$ cat src/rtl/strap_cfg_pkg.sv
`timescale 1ns/1ps
package strap_cfg_pkg;
  localparam int NUM_STRAPS = 5;
  localparam int LVL_W      = 2;
  localparam int REG_W      = 16;
  localparam int ADDR_W     = 5;

  // strap index that owns each mode option
  localparam int S_AN    = 0;
  localparam int S_RPT   = 1;
  localparam int S_SYM   = 2;
  localparam int S_SCR   = 3;
  localparam int S_MEDIA = 4;

  // control word bit positions (decoded by the management side)
  localparam int C_SWRST   = 15;
  localparam int C_LOOP    = 14;
  localparam int C_SPEED   = 13;
  localparam int C_ANEN    = 12;
  localparam int C_PDN     = 11;
  localparam int C_ISO     = 10;
  localparam int C_RESTART = 9;
  localparam int C_DUPLEX  = 8;

  // advertisement field, ability order {100F,100H,10F,10H}
  localparam int A_LO = 5;
  localparam int A_W  = 4;
  localparam logic [4:0] ADV_SELECTOR = 5'b00001;

  // mode word field width, order {no_linktest, fiber, scr_bypass, symbol, repeater}
  localparam int G_W = 5;

  typedef struct packed {
    logic           an_en;
    logic           speed;
    logic           duplex;
    logic [G_W-1:0] gcfg;
    logic [A_W-1:0] abil;
  } strap_fields_t;

  function automatic logic lvl_addr(input logic [LVL_W-1:0] code);
    return code[1];
  endfunction

  function automatic logic lvl_mode(input logic [LVL_W-1:0] code);
    return code[1] ^ code[0];
  endfunction
endpackage

$ cat src/rtl/strap_sync.sv
`timescale 1ns/1ps
module strap_sync #(
  parameter int W = 1
) (
  input  logic         clk,
  input  logic [W-1:0] d,
  output logic [W-1:0] q
);
  logic [W-1:0] meta;

  always_ff @(posedge clk) begin
    meta <= d;
    q    <= meta;
  end
endmodule

$ cat src/rtl/strap_decode.sv
`timescale 1ns/1ps
module strap_decode
  import strap_cfg_pkg::*;
(
  input  logic [NUM_STRAPS*LVL_W-1:0] lvl,
  input  logic                        fde,
  input  logic                        cfg0,
  input  logic                        cfg1,
  output logic [NUM_STRAPS-1:0]       addr_o,
  output strap_fields_t               fields_o
);
  logic [NUM_STRAPS-1:0] mode;

  for (genvar i = 0; i < NUM_STRAPS; i++) begin : g_lvl
    assign addr_o[i] = lvl_addr(lvl[i*LVL_W +: LVL_W]);
    assign mode[i]   = lvl_mode(lvl[i*LVL_W +: LVL_W]);
  end

  logic an, media, full;

  always_comb begin
    an    = mode[S_AN];
    media = mode[S_MEDIA];
    full  = ~cfg1 | fde;
    fields_o.an_en  = an;
    fields_o.speed  = an ? 1'b1 : cfg0;
    fields_o.duplex = an ? 1'b0 : fde;
    fields_o.gcfg   = {an ? 1'b0 : cfg1,
                       an ? 1'b0 : media,
                       mode[S_SCR],
                       mode[S_SYM],
                       mode[S_RPT]};
    fields_o.abil   = {~media & full,
                       ~media,
                       (~cfg1 | media) & full,
                       ~cfg1 | media};
  end
endmodule

$ cat src/rtl/strap_rst_ext.sv
`timescale 1ns/1ps
module strap_rst_ext #(
  parameter int EXT_CYCLES = 7500
) (
  input  logic clk,
  input  logic rel,
  input  logic kick,
  output logic active
);
  localparam int CW = $clog2(EXT_CYCLES + 1);
  localparam logic [CW-1:0] LOAD = CW'(EXT_CYCLES);

  logic [CW-1:0] cnt;

  always_ff @(posedge clk) begin
    if (!rel || kick) cnt <= LOAD;
    else if (cnt != '0) cnt <= cnt - 1'b1;
  end

  assign active = (cnt != '0);
endmodule

$ cat src/rtl/strap_cfg_ctrl.sv
`timescale 1ns/1ps
module strap_cfg_ctrl
  import strap_cfg_pkg::*;
#(
  parameter int              EXT_CYCLES = 7500,
  parameter logic [ADDR_W-1:0] CTRL_ADDR = 5'd0,
  parameter logic [ADDR_W-1:0] ADV_ADDR  = 5'd4,
  parameter logic [ADDR_W-1:0] MODE_ADDR = 5'd16
) (
  input  logic                        clk,
  input  logic                        rst_pin_n,
  input  logic [NUM_STRAPS*LVL_W-1:0] strap_lvl,
  input  logic                        pin_fde,
  input  logic                        pin_cfg0,
  input  logic                        pin_cfg1,
  input  logic                        pin_lock,
  input  logic                        wr_en,
  input  logic [ADDR_W-1:0]           wr_addr,
  input  logic [REG_W-1:0]            wr_data,
  output logic [NUM_STRAPS-1:0]       phy_addr,
  output logic [REG_W-1:0]            ctrl_reg,
  output logic [REG_W-1:0]            adv_reg,
  output logic [REG_W-1:0]            mode_reg,
  output logic                        core_rst
);
  localparam int LV_W   = NUM_STRAPS * LVL_W;
  localparam int SYNC_W = LV_W + 5;

  // pin synchronization
  logic [SYNC_W-1:0] pins_raw, pins_s;
  logic              rel_s, lock_s, cfg1_s, cfg0_s, fde_s;
  logic [LV_W-1:0]   lvl_s;

  assign pins_raw = {rst_pin_n, pin_lock, pin_cfg1, pin_cfg0, pin_fde, strap_lvl};

  strap_sync #(.W(SYNC_W)) u_sync (
    .clk (clk),
    .d   (pins_raw),
    .q   (pins_s)
  );

  assign {rel_s, lock_s, cfg1_s, cfg0_s, fde_s, lvl_s} = pins_s;

  // strap decode
  strap_fields_t         dflt;
  logic [NUM_STRAPS-1:0] addr_d;

  strap_decode u_dec (
    .lvl      (lvl_s),
    .fde      (fde_s),
    .cfg0     (cfg0_s),
    .cfg1     (cfg1_s),
    .addr_o   (addr_d),
    .fields_o (dflt)
  );

  // write qualification
  logic wr_swrst, wr_ok, sw_kick, wr_ctrl, wr_adv, wr_mode;

  assign wr_swrst = wr_data[C_SWRST];
  assign wr_ok    = wr_en & ~lock_s & ~core_rst;
  assign sw_kick  = wr_ok & (wr_addr == CTRL_ADDR) & wr_swrst;
  assign wr_ctrl  = wr_ok & (wr_addr == CTRL_ADDR) & ~wr_swrst;
  assign wr_adv   = wr_ok & (wr_addr == ADV_ADDR);
  assign wr_mode  = wr_ok & (wr_addr == MODE_ADDR);

  // reset stretch
  strap_rst_ext #(.EXT_CYCLES(EXT_CYCLES)) u_rst (
    .clk    (clk),
    .rel    (rel_s),
    .kick   (sw_kick),
    .active (core_rst)
  );

  // register state
  logic                  r_loop, r_speed, r_anen, r_pdn, r_iso, r_restart, r_duplex;
  logic [A_W-1:0]        r_adv;
  logic [G_W-1:0]        r_gcfg;
  logic [NUM_STRAPS-1:0] r_addr;
  logic                  cfg0_prev;
  logic                  restart_hit;

  assign restart_hit = r_anen & cfg0_s & ~cfg0_prev;

  always_ff @(posedge clk) begin
    cfg0_prev <= cfg0_s;
    if (core_rst) begin
      r_addr    <= addr_d;
      r_anen    <= dflt.an_en;
      r_speed   <= dflt.speed;
      r_duplex  <= dflt.duplex;
      r_adv     <= dflt.abil;
      r_gcfg    <= dflt.gcfg;
      r_loop    <= 1'b0;
      r_pdn     <= 1'b0;
      r_iso     <= 1'b0;
      r_restart <= 1'b0;
    end else begin
      if (lock_s) begin
        r_anen   <= dflt.an_en;
        r_speed  <= dflt.speed;
        r_duplex <= dflt.duplex;
        r_adv    <= dflt.abil;
        r_gcfg   <= dflt.gcfg;
      end else begin
        if (wr_ctrl) begin
          r_loop    <= wr_data[C_LOOP];
          r_speed   <= wr_data[C_SPEED];
          r_anen    <= wr_data[C_ANEN];
          r_pdn     <= wr_data[C_PDN];
          r_iso     <= wr_data[C_ISO];
          r_restart <= wr_data[C_RESTART];
          r_duplex  <= wr_data[C_DUPLEX];
        end
        if (wr_adv)  r_adv  <= wr_data[A_LO +: A_W];
        if (wr_mode) r_gcfg <= wr_data[G_W-1:0];
      end
      if (restart_hit) r_restart <= 1'b1;
    end
  end

  // output assembly
  assign phy_addr = r_addr;
  assign ctrl_reg = {core_rst, r_loop, r_speed, r_anen, r_pdn, r_iso,
                     r_restart, r_duplex, 8'h00};
  assign adv_reg  = {{(REG_W-A_LO-A_W){1'b0}}, r_adv, ADV_SELECTOR};
  assign mode_reg = {{(REG_W-G_W){1'b0}}, r_gcfg};
endmodule

$ cat config.mk
export PLATFORM = sky130hd
export DESIGN_NAME = strap_cfg_ctrl
export DESIGN_NICKNAME = d
export VERILOG_FILES = /design/src/rtl/strap_cfg_pkg.sv /design/src/rtl/strap_sync.sv /design/src/rtl/strap_decode.sv /design/src/rtl/strap_rst_ext.sv /design/src/rtl/strap_cfg_ctrl.sv
export SDC_FILE = /design/constraint.sdc
export NUM_CORES = 1
export LEC_CHECK = 0
export ABC_AREA = 1
export BUFFER_PORTS_ARGS = -buffer_cell sky130_fd_sc_hd__buf_4
export CORE_MARGIN = 10
export CORE_UTILIZATION = 50
export CTS_BUF_LIST = sky130_fd_sc_hd__clkbuf_8
export DETAILED_ROUTE_END_ITERATION = 7
export PLACE_DENSITY_LB_ADDON = 0.05
export SLEW_MARGIN = 20
export SYNTH_ARGS = -nofsm -noshare
export SYNTH_HDL_FRONTEND = slang
export SYNTH_SLANG_ARGS = --single-unit
$ cat constraint.sdc
create_clock -name clk -period 4.85 [get_ports clk]
set_clock_uncertainty 0.2 [all_clocks]
set_input_delay 0.485 -clock clk [delete_from_list [all_inputs] [get_ports clk]]
set_output_delay 0.485 -clock clk [all_outputs]
set_load 0.05 [all_outputs]
== Word-level counts from Yosys, hierarchy flattened ==
Cells that the tools add are included.
Storage, ports and cells
  register bits: 65
  bits of input ports: 38
  logic and storage cells: 74
Cells by class
  $add $sub $neg: 1
  equal/unequal tests: 3
  multiplexer cells: 22
  bitwise logic cells: 24
  reductions and logical operators: 10
Operators by type and width (number)
  1-bit two-way mux: 16
  5-bit two-way mux: 3
  13-bit nonzero test: 1
  13-bit by 1-bit subtractor with 13-bit output, second input constant: 1
  4-bit two-way mux: 3
  1-bit bitwise AND: 11
  3-bit nonzero test: 3
  1-bit NOT: 6
  5-bit by 3-bit == test with 1-bit output, second input constant: 1
  5-bit == test, second input constant: 1
  5-bit zero test: 1
  1-bit bitwise XOR: 5
  2-bit AND reduction: 2
  2-bit != test, second input constant: 1
  1-bit OR: 2
  2-bit nonzero test: 1
  1-bit zero test: 1
  1-bit logical OR: 1

== Logic depth before layout (Yosys ltp) ==
  depth in word-level cells: 8
  mapped depth: 11
  gate-level depth less buffers: 10

== Cells and area by module ==
Synthesis repeated with hierarchy kept, for this count alone.
Second synthesis, totals
  cell total of the unflattened synthesis: 290
  area, all modules: 2700.1 um2
By module, submodules not included
  strap_cfg_ctrl: times used 1, cells an instance 135, area each 1246.2 um2
  strap_rst_ext: times used 1, cells an instance 99, area each 698.2 um2
  strap_sync: times used 1, cells an instance 30, area each 600.6 um2
  strap_decode: times used 1, cells an instance 26, area each 155.1 um2

== Least setup slack after synthesis ==
Ideal clock, no wire load.
  kind: register -> register
  start: register u_rst.cnt[0]
  end: register r_gcfg[0], enable pin
  arrival: 1.451 ns
  setup slack: 2.825 ns
  stages on the path, launching flop included: 10
  period minus slack after synthesis: 2.025 ns
  cells stage by stage: dfxtp_1 -> inv_1 -> ha_1 -> nand2_1 -> nor2_2 -> nand2_2 -> buf_6 -> nor2_4 -> buf_4 -> o21ai_0
Between the ends
  longest elaborated chain between the ends: 5
RTL lines
  start, declared: line strap_rst_ext.sv:13  | logic [CW-1:0] cnt;
  start signal, assigned: line strap_rst_ext.sv:17  | else if (cnt != '0) cnt <= cnt - 1'b1;
  13-bit nonzero test *: line strap_rst_ext.sv:20  | assign active = (cnt != '0);
  via core_rst: line strap_cfg_ctrl.sv:24  | output logic core_rst
  1-bit NOT: line strap_cfg_ctrl.sv:61  | assign wr_ok = wr_en & ~lock_s & ~core_rst;
  1-bit bitwise AND: line strap_cfg_ctrl.sv:61
  1-bit bitwise AND: line strap_cfg_ctrl.sv:65  | assign wr_mode = wr_ok & (wr_addr == MODE_ADDR);
  3-bit nonzero test (no line) *
  end signal, assigned: line strap_cfg_ctrl.sv:93  | r_gcfg <= dflt.gcfg;
  end signal, assigned: line strap_cfg_ctrl.sv:104  | r_gcfg <= dflt.gcfg;
  end signal, assigned: line strap_cfg_ctrl.sv:116  | if (wr_mode) r_gcfg <= wr_data[G_W-1:0];
  end, declared: line strap_cfg_ctrl.sv:78  | logic [G_W-1:0] r_gcfg;
The timed path passes the listed nets; every way through them passes the cells marked *.
A chain may end at the register's enable or synchronous reset.

== Final worst setup path ==
  start: register u_rst.cnt[0]
  end: register r_gcfg[3], enable pin
Between the ends
  longest elaborated chain between the ends: 5
RTL lines (line)
  13-bit nonzero test *: strap_rst_ext.sv:20
  1-bit NOT: strap_cfg_ctrl.sv:61
  1-bit bitwise AND: strap_cfg_ctrl.sv:61
  1-bit bitwise AND: strap_cfg_ctrl.sv:65
  3-bit nonzero test (no line) *
Mark *: on every way between the ends. The rest lies on a longest branch, timed or not.

==> flow_summary.yaml <==
status:
  status: "finished, final reports clean"
setup_path:
  cp-end-kind: "register"
  critPathMaxFanout: 20
  critPathMaxStageDelay_ns: 0.47
  critPathKind: "reg2reg"
  cp-start-kind: "register"
  arrival_ns: 2.31
  crit_chain: "inv_1 -> ha_1 -> nand2_1 -> nor2_2 -> nand2_2 -> nor2_4 -> o21ai_0"
  crit_required_ns: 4.65
  critPathSlowestCell: "nor2_4"
die:
  pin_count: 92
  dieArea_sq_mm: 0.00841
  die_x_um: 91.7
  num_rows: 26
  fp.coreArea_sq_mm: 0.00504
  initial_core_util_pct: 51.0
  die_h_um: 91.7
routing:
  totalWireLength_um: 5240
  vias_per_cell: 4.47
  drc: 0
  wl_per_cell_um: 13.2
  first_pass_iters: 4
  drtIter0Drc: 68
  vias: 1776
  postRouteAntennaNets: 0
clock_tree:
  cts_buffers: 9
  clk_pin_slew_worst_paths_ns: 0.07
  post-cts-setup-buffers: 0
  htree_levels: 3
  cts.sinks: 65
  cts_hold_buffers: 0
  cts_resized: 0
  cts_tree: "built"
  root_buffer: "clkbuf_8"
  clockBufferDepth: 2
  clk_latency_ns: 0.33
grt:
  first_global_vias: 1834
  grt_pass1_wl_um: 8520
  busiest_layer: "met2"
  use_met1_pct: 15.7
  antenna_found_initial: 0
  grt_max_degree: 21
  use_met3_pct: 4.07
  grtUsageMet2_pct: 19.1
  gr-total-overflow: 0
  grtUsageTotal_pct: 12.7
placed_design:
  detailed_place_hpwl_um: 4080
  gp_congestion: 0.881
  io_buffers: 60
logic_synthesis:
  ys_seq_elements: 65
  synth_cell_types: 24
  postSynthAreaPerCell_sq_um: 9.73
  synthesis.area_sq_mm: 0.00257
  postSynthCellCount: 264
  ys_warn_count: 0
  ys_seq_area_share_pct: 57.3
hold_path:
  min_path_type: "in2reg"
final_layout:
  syn2layout_area_growth_pct: 20.2
  nets: 362
  diodes: 0
  drive_gt1_share_pct: 27.5
sta:
  slew_violations: 0
  max_freq_mhz: 399
  hold_ws_ns: 0.0476
  finalSetupViolCount: 0
  setup_tns_ns: 0
  tightest_slew_ns: 0.652
  rsz0062_at_grt: "false"
  finalCritPeriodShare_pct: 51.7
  relSlewSlack_pct: 56.1
  fin_crit_ns: 2.51
  finalHoldViolations: 0
power_and_ir_drop:
  p_leak_nw: 1.40
  p_per_area_mw_per_mm2: 395
  p_total_w: 0.00122
  vdd_ir_drop_max_uv: 261
flow_run:
  drv_cap: 0
[cell families (layout without fill, tap and decap cells)]
logic type / count (synthesis) / count (layout) / share of synthesized area, %
DFF: 65 / 65 / 57.3
other: 2 / 31 / 0.292
xor gates and xnor gates: 10 / 10 / 3.41
AOI/OAI and AO/OA: 21 / 21 / 4.38
and+or+nand+nor: 105 / 105 / 18.5
buffers and inverters: 59 / 93 / 15.2
adders and majority gates: 2 / 2 / 0.974
[where the power goes]
group          switching [W]  leakage, nW  internal (W)  total (W)
logic               0.000127        0.724     0.0000495   0.000177
registers          0.0000133        0.581      0.000588   0.000601
clock network       0.000206       0.0970      0.000237   0.000443
total               0.000347         1.40      0.000874    0.00122
[through the flow]
stage	cell area (sq um)	util (%)	cells	setup slack, ns
6_report	3090	61.3	397	2.34
5_1_grt	3090	61.3	397	2.13
4_1_cts	3090	61.3	397	2.33
3_5_place_dp	2890	57.4	381	2.34
3_3_place_gp	2890	57.4	381	2.40
2_1_floorplan	2680	-	293	2.83
[sequential cells by signal (all words and copies together) (netlist names), 4 cells and up]
signal / cells
u_sync.q: 15
r_adv: 4
phy_addr: 5
r_gcfg: 5
u_sync.meta: 15
u_rst.cnt: 13
[per-layer routing]
layer  vias to the layer above  wire [um]
li1                        895          -
met1                       790       2540
met2                        79       2250
met3                        12        346
met4                         0        107
met5                         -          0
[cell usage after synthesis]
master,n,share of area [%]
conb_1,2,0.29
edfxtp_1,17,20
ha_1,2,0.97
inv_2,1,0.15
nor2_4,2,0.88
inv_1,15,2.2
o21ai_0,9,1.8
buf_4,40,12
xor2_1,4,1.4
inv_6,1,0.34
nor2_1,27,3.9
or2_2,1,0.24
buf_6,2,0.88
nor2_2,7,1.7
dfxtp_1,48,37
o31ai_1,3,0.88
nand3b_1,2,0.58
nand2_1,42,6.1
nor3_1,7,1.4
xnor2_1,6,2.0
nand4_1,3,0.73
a21oi_1,9,1.8
nand2_2,3,0.73
nand3_1,11,2.1
[final cells by class]
class	count	area (sq um)
inverters	17	68.8
fillers	454	1950
flip-flops and latches	65	1470
repair buffers	60	450
well taps	70	87.6
multi-input cells	169	816
clock buffers	9	124
clock inverters	7	71.3
[critical path, delay by kind of cell (launching register included)]
kind	cells	cell delay (ns)
adder cells (fa/ha/maj)	1	0.19
buffers and inverters	1	0.14
AND/OR/NAND/NOR	4	0.94
flip-flops	1	0.33
AO/OA/AOI/OAI	1	0.38
[layout by cell type (no fill, tap or decap), types with 3 or more instances in the layout]
cell / instances
buf_4: 60
dfxtp_1: 48
nand2_1: 42
conb_1: 31
nor2_1: 27
edfxtp_1: 17
inv_1: 16
nand3_1: 11
o21ai_0: 9
a21oi_1: 9
clkbuf_8: 9
nor2_2: 7
nor3_1: 7
xnor2_1: 6
xor2_1: 4
nand2_2: 3
o31ai_1: 3
nand4_1: 3
[final timing paths]
path         cells after the start  slack, ns         endpoint             from
min                              1       0.05  u_sync.meta[12]         pin_cfg1
min reg2reg                      0       0.13     u_sync.q[14]  u_sync.meta[14]
max                              7       2.34        r_gcfg[3]     u_rst.cnt[0]
max reg2reg                      7       2.34        r_gcfg[3]     u_rst.cnt[0]
Note: power is estimated with default switching activity, not from simulation.
